**config.mk**
```make
export PLATFORM = sky130hd
export DESIGN_NAME = ipmac_cam
export DESIGN_NICKNAME = d
export VERILOG_FILES = /design/src/rtl/ipmac_cam.sv
export SDC_FILE = /design/constraint.sdc
export NUM_CORES = 1
export LEC_CHECK = 0
export CAP_MARGIN = 10
export CORE_ASPECT_RATIO = 2
export CORE_MARGIN = 4
export CORE_UTILIZATION = 50
export DETAILED_ROUTE_END_ITERATION = 16
export PLACE_DENSITY_LB_ADDON = 0.12
export RECOVER_POWER = 25
export SLEW_MARGIN = 20
export SYNTH_ARGS = -nofsm -noshare
export SYNTH_HDL_FRONTEND = slang
export SYNTH_SLANG_ARGS = --single-unit
```
**constraint.sdc**
```tcl
create_clock -name clk -period 13.2 [get_ports clk]
set_clock_uncertainty 0.05 [all_clocks]
set_input_delay 3.96 -clock clk [delete_from_list [all_inputs] [get_ports clk]]
set_output_delay 3.96 -clock clk [all_outputs]
set_load 0.1 [all_outputs]
```
**src/rtl/ipmac_cam.sv**
```systemverilog
module ipmac_cam #(
  parameter int ENTRIES = 16,
  parameter int KEY_W   = 32,
  parameter int NIB_W   = 4,
  parameter int MAC_W   = 48,
  parameter int WORD_W  = 64,
  localparam int IDX_W  = $clog2(ENTRIES),
  localparam int CNT_W  = IDX_W + 1
) (
  input  logic              clk,
  input  logic              rst_n,
  input  logic [MAC_W-1:0]  local_mac,
  input  logic              init_start,
  input  logic [CNT_W-1:0]  init_count,
  input  logic              init_valid,
  input  logic [WORD_W-1:0] init_word,
  input  logic              init_last,
  output logic              init_busy,
  input  logic              lk_valid,
  input  logic [KEY_W-1:0]  lk_key,
  output logic              rsp_valid,
  output logic              rsp_reject,
  output logic              rsp_hit,
  output logic              rsp_miss,
  output logic [NIB_W-1:0]  rsp_nibble,
  output logic [MAC_W-1:0]  rsp_mac
);

  logic [KEY_W-1:0]   key_q [ENTRIES];
  logic [NIB_W-1:0]   nib_q [ENTRIES];
  logic [ENTRIES-1:0] vld_q;
  logic [CNT_W-1:0]   ptr_q, limit_q;
  logic               busy_q;

  wire [CNT_W-1:0]  limit_in = (init_count > CNT_W'(ENTRIES)) ? CNT_W'(ENTRIES) : init_count;
  wire              accept   = busy_q && init_valid && (ptr_q != limit_q);
  wire              finish   = busy_q && ((ptr_q == limit_q) ||
                               (accept && (init_last || (ptr_q + CNT_W'(1) == limit_q))));
  wire [KEY_W-1:0]  in_key   = init_word[WORD_W-1 -: KEY_W];
  wire [NIB_W-1:0]  in_nib   = init_word[NIB_W-1:0];
  wire              unused_rsvd = ^init_word[WORD_W-KEY_W-1:NIB_W];
  wire              take     = lk_valid && !busy_q;

  assign init_busy = busy_q;

  logic [ENTRIES-1:0] match;
  genvar g;
  generate
    for (g = 0; g < ENTRIES; g++) begin : g_cmp
      assign match[g] = vld_q[g] && (key_q[g] == lk_key);
    end
  endgenerate

  logic             hit;
  logic [NIB_W-1:0] sel_nib;
  always_comb begin
    hit     = 1'b0;
    sel_nib = local_mac[NIB_W-1:0];
    for (int i = ENTRIES - 1; i >= 0; i--) begin
      if (match[i]) begin
        hit     = 1'b1;
        sel_nib = nib_q[i];
      end
    end
  end

  always_ff @(posedge clk) begin
    if (!rst_n) begin
      busy_q  <= 1'b0;
      ptr_q   <= '0;
      limit_q <= '0;
      vld_q   <= '0;
    end else if (!busy_q && init_start) begin
      busy_q  <= 1'b1;
      ptr_q   <= '0;
      limit_q <= limit_in;
      vld_q   <= '0;
    end else begin
      if (accept) begin
        vld_q[ptr_q[IDX_W-1:0]] <= 1'b1;
        ptr_q <= ptr_q + CNT_W'(1);
      end
      if (finish) busy_q <= 1'b0;
    end
  end

  always_ff @(posedge clk) begin
    if (accept) begin
      key_q[ptr_q[IDX_W-1:0]] <= in_key;
      nib_q[ptr_q[IDX_W-1:0]] <= in_nib;
    end
  end

  always_ff @(posedge clk) begin
    if (!rst_n) begin
      rsp_valid  <= 1'b0;
      rsp_reject <= 1'b0;
      rsp_hit    <= 1'b0;
      rsp_miss   <= 1'b0;
      rsp_nibble <= '0;
      rsp_mac    <= '0;
    end else begin
      rsp_valid  <= take;
      rsp_reject <= lk_valid && busy_q;
      rsp_hit    <= take && hit;
      rsp_miss   <= take && !hit;
      rsp_nibble <= sel_nib;
      rsp_mac    <= {local_mac[MAC_W-1:NIB_W], sel_nib};
    end
  end

  assert_latency_R4: assert property (@(posedge clk) disable iff (!rst_n)
    (lk_valid && !init_busy) |=> (rsp_valid && !rsp_reject));
  assert_quiet_R4: assert property (@(posedge clk) disable iff (!rst_n)
    !lk_valid |=> (!rsp_valid && !rsp_reject));
  assert_reject_R9: assert property (@(posedge clk) disable iff (!rst_n)
    (lk_valid && init_busy) |=> (rsp_reject && !rsp_valid));
  assert_excl_R5: assert property (@(posedge clk) disable iff (!rst_n)
    rsp_valid |-> (rsp_hit != rsp_miss));
  assert_miss_nib_R6: assert property (@(posedge clk) disable iff (!rst_n)
    (rsp_valid && rsp_miss) |-> (rsp_nibble == $past(local_mac[NIB_W-1:0])));
  assert_mac_R7: assert property (@(posedge clk) disable iff (!rst_n)
    rsp_valid |-> (rsp_mac == {$past(local_mac[MAC_W-1:NIB_W]), rsp_nibble}));
  assert_ptr_R3: assert property (@(posedge clk) disable iff (!rst_n)
    init_busy |-> (ptr_q <= limit_q && limit_q <= CNT_W'(ENTRIES)));
  assert_idle_R10: assert property (@(posedge clk) disable iff (!rst_n)
    (!init_busy && !init_start) |=> $stable(vld_q));

endmodule

```
==> out/results.ini, run 1 <==
[status]
status = finished with violations
violations = max-capacitance violations, max-slew violations

[placement]
placed_area_um2 = 31100
dp_hpwl_mm = 56.7
place_congestion = 0.936
io_buffers = 183

[worst_setup_path]
reg2reg_depth = 9
cp_max_fo = 17
worstSetupPathType = in -> reg
cp-start-kind = input pin
cp.required_ns = 13.64
worstSetupEndpointType = flip-flop
cp_data_arrival_time_ns = 7.88

[pwr]
p_per_area_nw_per_um2 = 135
power.leakage_nw = 10.7
vdd_drop_max_uv = 111

[drt]
first_iter_violations = 1973
final_antenna_net_count = 0
drc = 0
wl_per_cell_um = 30.8
dr_total_vias = 18300
viasPerCell = 6.10
wirelength_mm = 92.7
drtPass1Iterations = 6

[synth]
yosysTopAreaCell = edfxtp_1
synth.avg_cell_area_um2 = 14.2
synth-async-reset-ratio_pct = 0
synthDominantCellAreaShare_pct = 61.4
synth-seq-cells = 655
yosysSeqAreaShare_pct = 67.1
synth_flop_cell = edfxtp_1
ys_types = 71
syn_nets = 2140
syn_inst = 1981
synth-edff-count = 576
synthesis.area_um2 = 28100
synthTopCellsByArea = edfxtp_1 (61%), xor2_1 (8.5%), xnor2_1 (7.6%)
yosys_warnings = 0

[clock_tree]
clk_pin_slew_ns = 0.07
tritoncts = yes
numClockSinks = 655
cts_hold_buffers = 0
root_buffer = clkbuf_16
cts_setup_buffers = 0
clock_path_buffers = 3
cts-resized-gates = 0
cts_buffers = 56
worst_skew_pair.late_latency_ns = 0.62
htreeDepth = 2

[global_route]
grt_max_degree = 50
grt_pass1_wl_mm = 128
grt_overflow = 0
grt_pass1_vias = 18300
antenna_found_initial = 3
grt_usage_pct = 30.2

[timing]
timing.fmax_mhz = 134
layout_min_cycle_time_ns = 7.44
slew_headroom_pct = -42.6
finalHoldViolCount = 0
rsz0062_at_grt = false
tightest_slew_ns = 2.14
setup-tns-final_ns = 0
maxSlewViolCount = 376
setup_violations = 0
finalCritPeriodShare_pct = 56.4

[floorplan]
start_util_pct = 50.7
die_h_um = 344
die_width_um = 176
floorplan.rows = 122
io_pins = 212
core_um2 = 55600
die-area_um2 = 60400

[layout]
n_fill_cell = 4463
mostFrequentLayoutCells = edfxtp_1 (576), xor2_1 (273), xnor2_1 (243)
syn_to_final_growth_pct = 18.1
drive_gt1_share_pct = 8.10
nets = 2371
final_common_cell = edfxtp_1
fin_area_um2 = 33200

[min_path]
min_path_type = reg -> reg
hold_depth = 2

[flow_run]
max_cap_viol_count = 22

-- final cells by class --
class	instances	area, um^2	share of cell area [%]
well taps	744	931	2.80
clock buffers	71	1610	4.86
repair buffers	258	2400	7.21
inverters	27	101	0.305
flip-flops and latches	655	18900	56.8
multi-input cells	1214	8880	26.7
clock inverters	35	434	1.31
diodes	2	5.00	0.0151
-- critical path, stage by stage --
cell	delay [ns]
clkdlybuf4s50_1	0.51
buf_4	0.50
xor2_1	0.16
or4b_1	0.54
nor4b_1	0.40
nand4_1	0.38
nand4_1	0.24
nor4bb_1	0.08
nor4b_1	0.75
o21ai_1	0.16
o2bb2ai_1	0.16
-- path summary, 6_finish.rpt --
kind | from | end | slack (ns)
worst max-delay path | lk_key[29] | rsp_nibble[0] | 5.76
worst min-delay path | vld_q[15] | vld_q[15] | 0.42
worst max register to register | key_q[12][20] | rsp_nibble[0] | 9.66
worst min register to register | vld_q[15] | vld_q[15] | 0.42
-- Yosys cell counts, types with 5 or more instances --
cell type / number
a21oi_1: 16
a31oi_1: 5
and2_1: 48
and3_1: 5
buf_2: 39
clkbuf_1: 36
dfxtp_1: 79
edfxtp_1: 576
inv_1: 27
mux2i_1: 7
nand2_1: 59
nand2b_1: 22
nand3_1: 33
nand4_1: 107
nand4b_1: 17
nor2_1: 83
nor2b_1: 14
nor3_1: 31
nor3b_1: 9
nor4_1: 114
nor4b_1: 11
o21ai_0: 12
or3_1: 8
or4_1: 23
xnor2_1: 243
xor2_1: 273
-- flip-flops by register name, indices dropped and copies added, names as in the netlist --
register and flops:
key_q 512, nib_q 64, rsp_mac 45, vld_q 16, limit_q 5, ptr_q 5
rsp_nibble 3, init_busy 1, rsp_hit 1, rsp_miss 1, rsp_reject 1, rsp_valid 1
-- stage by stage --
| step | util [%] | cells | setup WS (ns) | total power [mW] | hold slack (ns) |
|---|---|---|---|---|---|
| after floorplan | - | 1981 | 5.67 | 2.52 | 0.382 |
| after global placement | 55.9 | 2889 | 5.09 | 2.71 | 0.400 |
| after detailed placement | 55.9 | 2889 | 5.18 | 2.71 | 0.410 |
| after CTS | 59.6 | 2995 | 5.80 | 4.51 | 0.425 |
| after global routing | 59.8 | 3004 | 5.63 | 4.59 | 0.471 |
| final | 59.8 | 3006 | 5.76 | 4.49 | 0.422 |
-- metal layers --
metal / vias to the layer above / routed length, um / track usage (%) / share of wire [%]
li1: 7764 / - / - / -
met5: - / 0 / 0 / 0
met4: 0 / 6360 / 16.9 / 6.9
met1: 9192 / 32400 / 36.0 / 35
met3: 292 / 7840 / 4.44 / 8.5
met2: 1087 / 46200 / 52.4 / 50
-- cells by family after synthesis --
kind of cell	count (synthesis)	synth area share, %
multiplexers	9	0.329
flip-flops	655	67.1
AND/OR/NAND/NOR	615	12.9
buffers and inverters	112	1.80
AO/OA/AOI/OAI	70	1.71
XOR/XNOR	516	16.1
adder cells (fa/ha/maj)	4	0.178
-- report_power, final --
part           internal [mW]  switching, mW  total, mW  leakage, nW
clock                   1.06          0.768       1.83         1.01
combinational          0.113          0.284      0.397         3.91
sequential              2.26        0.00452       2.27         5.83
total                   3.44           1.06       4.49         10.7
Note: power is estimated with default switching activity, not from simulation.
==> run 2: changes to the inputs <==
clock period = 6.21 ns   (was 13.2 ns; I/O delays follow)
==> run 2 against run 1 <==
Net effect:
- the run still ends with max-capacitance violations, max-slew violations left
- first-iteration DRC count rose by 7.2%
- register-to-register slack got worse by 6.7 ns
- critical path depth did not move
- sequential share of layout area fell by 0.46 points
- setup slack got worse by 4.7 ns
- global-route usage rose by 0.57 points
- sequential power rose by 110%
- sequential cell count did not move
- worst hold slack got worse by 0.010 ns
- die area did not move
- largest cell class unchanged
==> out/results.ini, run 2 (synthesis results as in run 1) <==
[drt]
viasPerCell = 6.08
drtPass1Iterations = 6
wirelength_mm = 94.4
final_antenna_net_count = 0
wl_per_cell_um = 31.2
first_iter_violations = 2115
drc = 0
dr_total_vias = 18400

[clock_tree]
htreeDepth = 2
cts_setup_buffers = 0
root_buffer = clkbuf_16
numClockSinks = 655
clock_path_buffers = 3
tritoncts = yes
cts-resized-gates = 0
worst_skew_pair.late_latency_ns = 0.62
clk_pin_slew_ns = 0.06
cts_hold_buffers = 0
cts_buffers = 57

[min_path]
min_from = vld_q[15]
min_to = vld_q[15]
hold_depth = 2
min_path_type = reg -> reg

[worst_setup_path]
worstSetupEndpointType = flip-flop
reg2reg_depth = 9
cp_max_fo = 9
cp-start-kind = input pin
crit_chain = clkdlybuf4s50_1, buf_12, xnor2_1, nand3_1, or4_1, or4_1, and4bb_1, nor4_1, nand4_1, nor4b_1, and2_1
max_stage_delay_ns = 0.86
r2r_start = key_q[9][15]
path_buf_inv = 2
cp_top_family = simple AND/OR/NAND/NOR gates
r2r-end = rsp_nibble[1]
cp.required_ns = 6.67
cp_data_arrival_time_ns = 5.64
reg2reg_slack_ns = 2.94
cp_slowest_cell = clkdlybuf4s50_1
worstSetupPathType = in -> reg
cpMostUsedCell = or4_1

[layout]
drive_gt1_share_pct = 8.88
final_cells = 3030
nets = 2398
fin_area_um2 = 33500
mostFrequentLayoutCells = edfxtp_1 (576), xor2_1 (273), xnor2_1 (243)
largest_reg_flops = 512
final_common_cell = edfxtp_1
fin_util_pct = 60.3
syn_to_final_growth_pct = 19.0
n_fill_cell = 4399

[floorplan]
io_pins = 212
die-area_um2 = 60400
die_width_um = 176
start_util_pct = 50.7
floorplan.rows = 122
die_h_um = 344
core_um2 = 55600

[placement]
dp_hpwl_mm = 58.8
dp.cells = 2917
placed_area_um2 = 31500
place_congestion = 0.914
io_buffers = 183

[timing]
rsz0062_at_grt = false
tightest_slew_ns = 2.19
slew_headroom_pct = -46.1
timing.fmax_mhz = 193
setup-tns-final_ns = 0
finalHoldViolCount = 0
maxSlewViolCount = 340
layout_min_cycle_time_ns = 5.18
finalCritPeriodShare_pct = 83.4
setup_violations = 0

[global_route]
grt_usage_pct = 30.8
antenna_found_initial = 4
grt_max_degree = 50
grt_overflow = 0
grt_pass1_vias = 18100
grt_pass1_wl_mm = 130

[status]
violations = max-capacitance violations, max-slew violations
status = finished with violations

[flow_run]
max_cap_viol_count = 20

[pwr]
vdd_drop_max_uv = 259
p_per_area_nw_per_um2 = 279
power_mw = 9.34
power.leakage_nw = 10.9

## run 2: cell count changes in the layout (fill, tap and decap cells not counted), sizes merged
cell	before	now
buf	57	84
bufinv	10	6
clkinvlp	1	5
clkdlybuf4s50	161	159
dlygate4sd3	15	17
inv	29	27
clkbuf	96	97
clkinv	22	21
diode	2	1
## run 2: per-stage QoR
| step | setup WS, ns | hold slack [ns] |
|---|---|---|
| floorplan | 0.776 | 0.382 |
| global placement | 0.458 | 0.394 |
| detailed placement | 0.446 | 0.402 |
| CTS | 1.09 | 0.417 |
| global route | 0.954 | 0.449 |
| finish | 1.03 | 0.412 |
## run 2: worst reg2reg max path, delay by kind of cell, from the launching register on
kind / cells / cell delay, ns
simple gates: 6 / 1.94
xor+xnor: 1 / 0.18
flops: 1 / 0.40
compound gates: 2 / 0.61
## run 2: per-layer routing
| layer | share of wire, % | global-route usage (%) | vias to the layer above |
|---|---|---|---|
| met1 | 34 | 36.5 | 9191 |
| li1 | - | - | 7824 |
| met2 | 50 | 53.9 | 1104 |
| met4 | 6.9 | 16.9 | 2 |
| met3 | 8.5 | 4.26 | 291 |
| met5 | 0.021 | 0 | - |
## run 2: final cells by class
cell class	instances	area, um^2	area share (%)
diodes	1	2.50	0.00747
clock buffers	73	1550	4.62
clock inverters	32	330	0.986
inverters	27	101	0.302
multi-input cells	1214	8870	26.5
flip-flops and latches	655	18900	56.3
well taps	744	931	2.78
repair buffers	284	2840	8.48
## run 2: report_power, final
part	internal, mW	total, mW	switching, mW
registers	4.81	4.82	0.00963
clock network	2.01	3.63	1.62
logic	0.268	0.890	0.622
total	7.09	9.34	2.25
## run 2: worst max-delay path by stage
stage,start,endpoint,cells past startpoint
after floorplan,init_valid,key_q[3][0],4
after global placement,lk_key[14],rsp_miss,11
after detailed placement,lk_key[14],rsp_miss,11
after CTS,lk_key[14],rsp_nibble[1],11
after global routing,lk_key[14],rsp_nibble[1],12
final,lk_key[14],rsp_miss,11
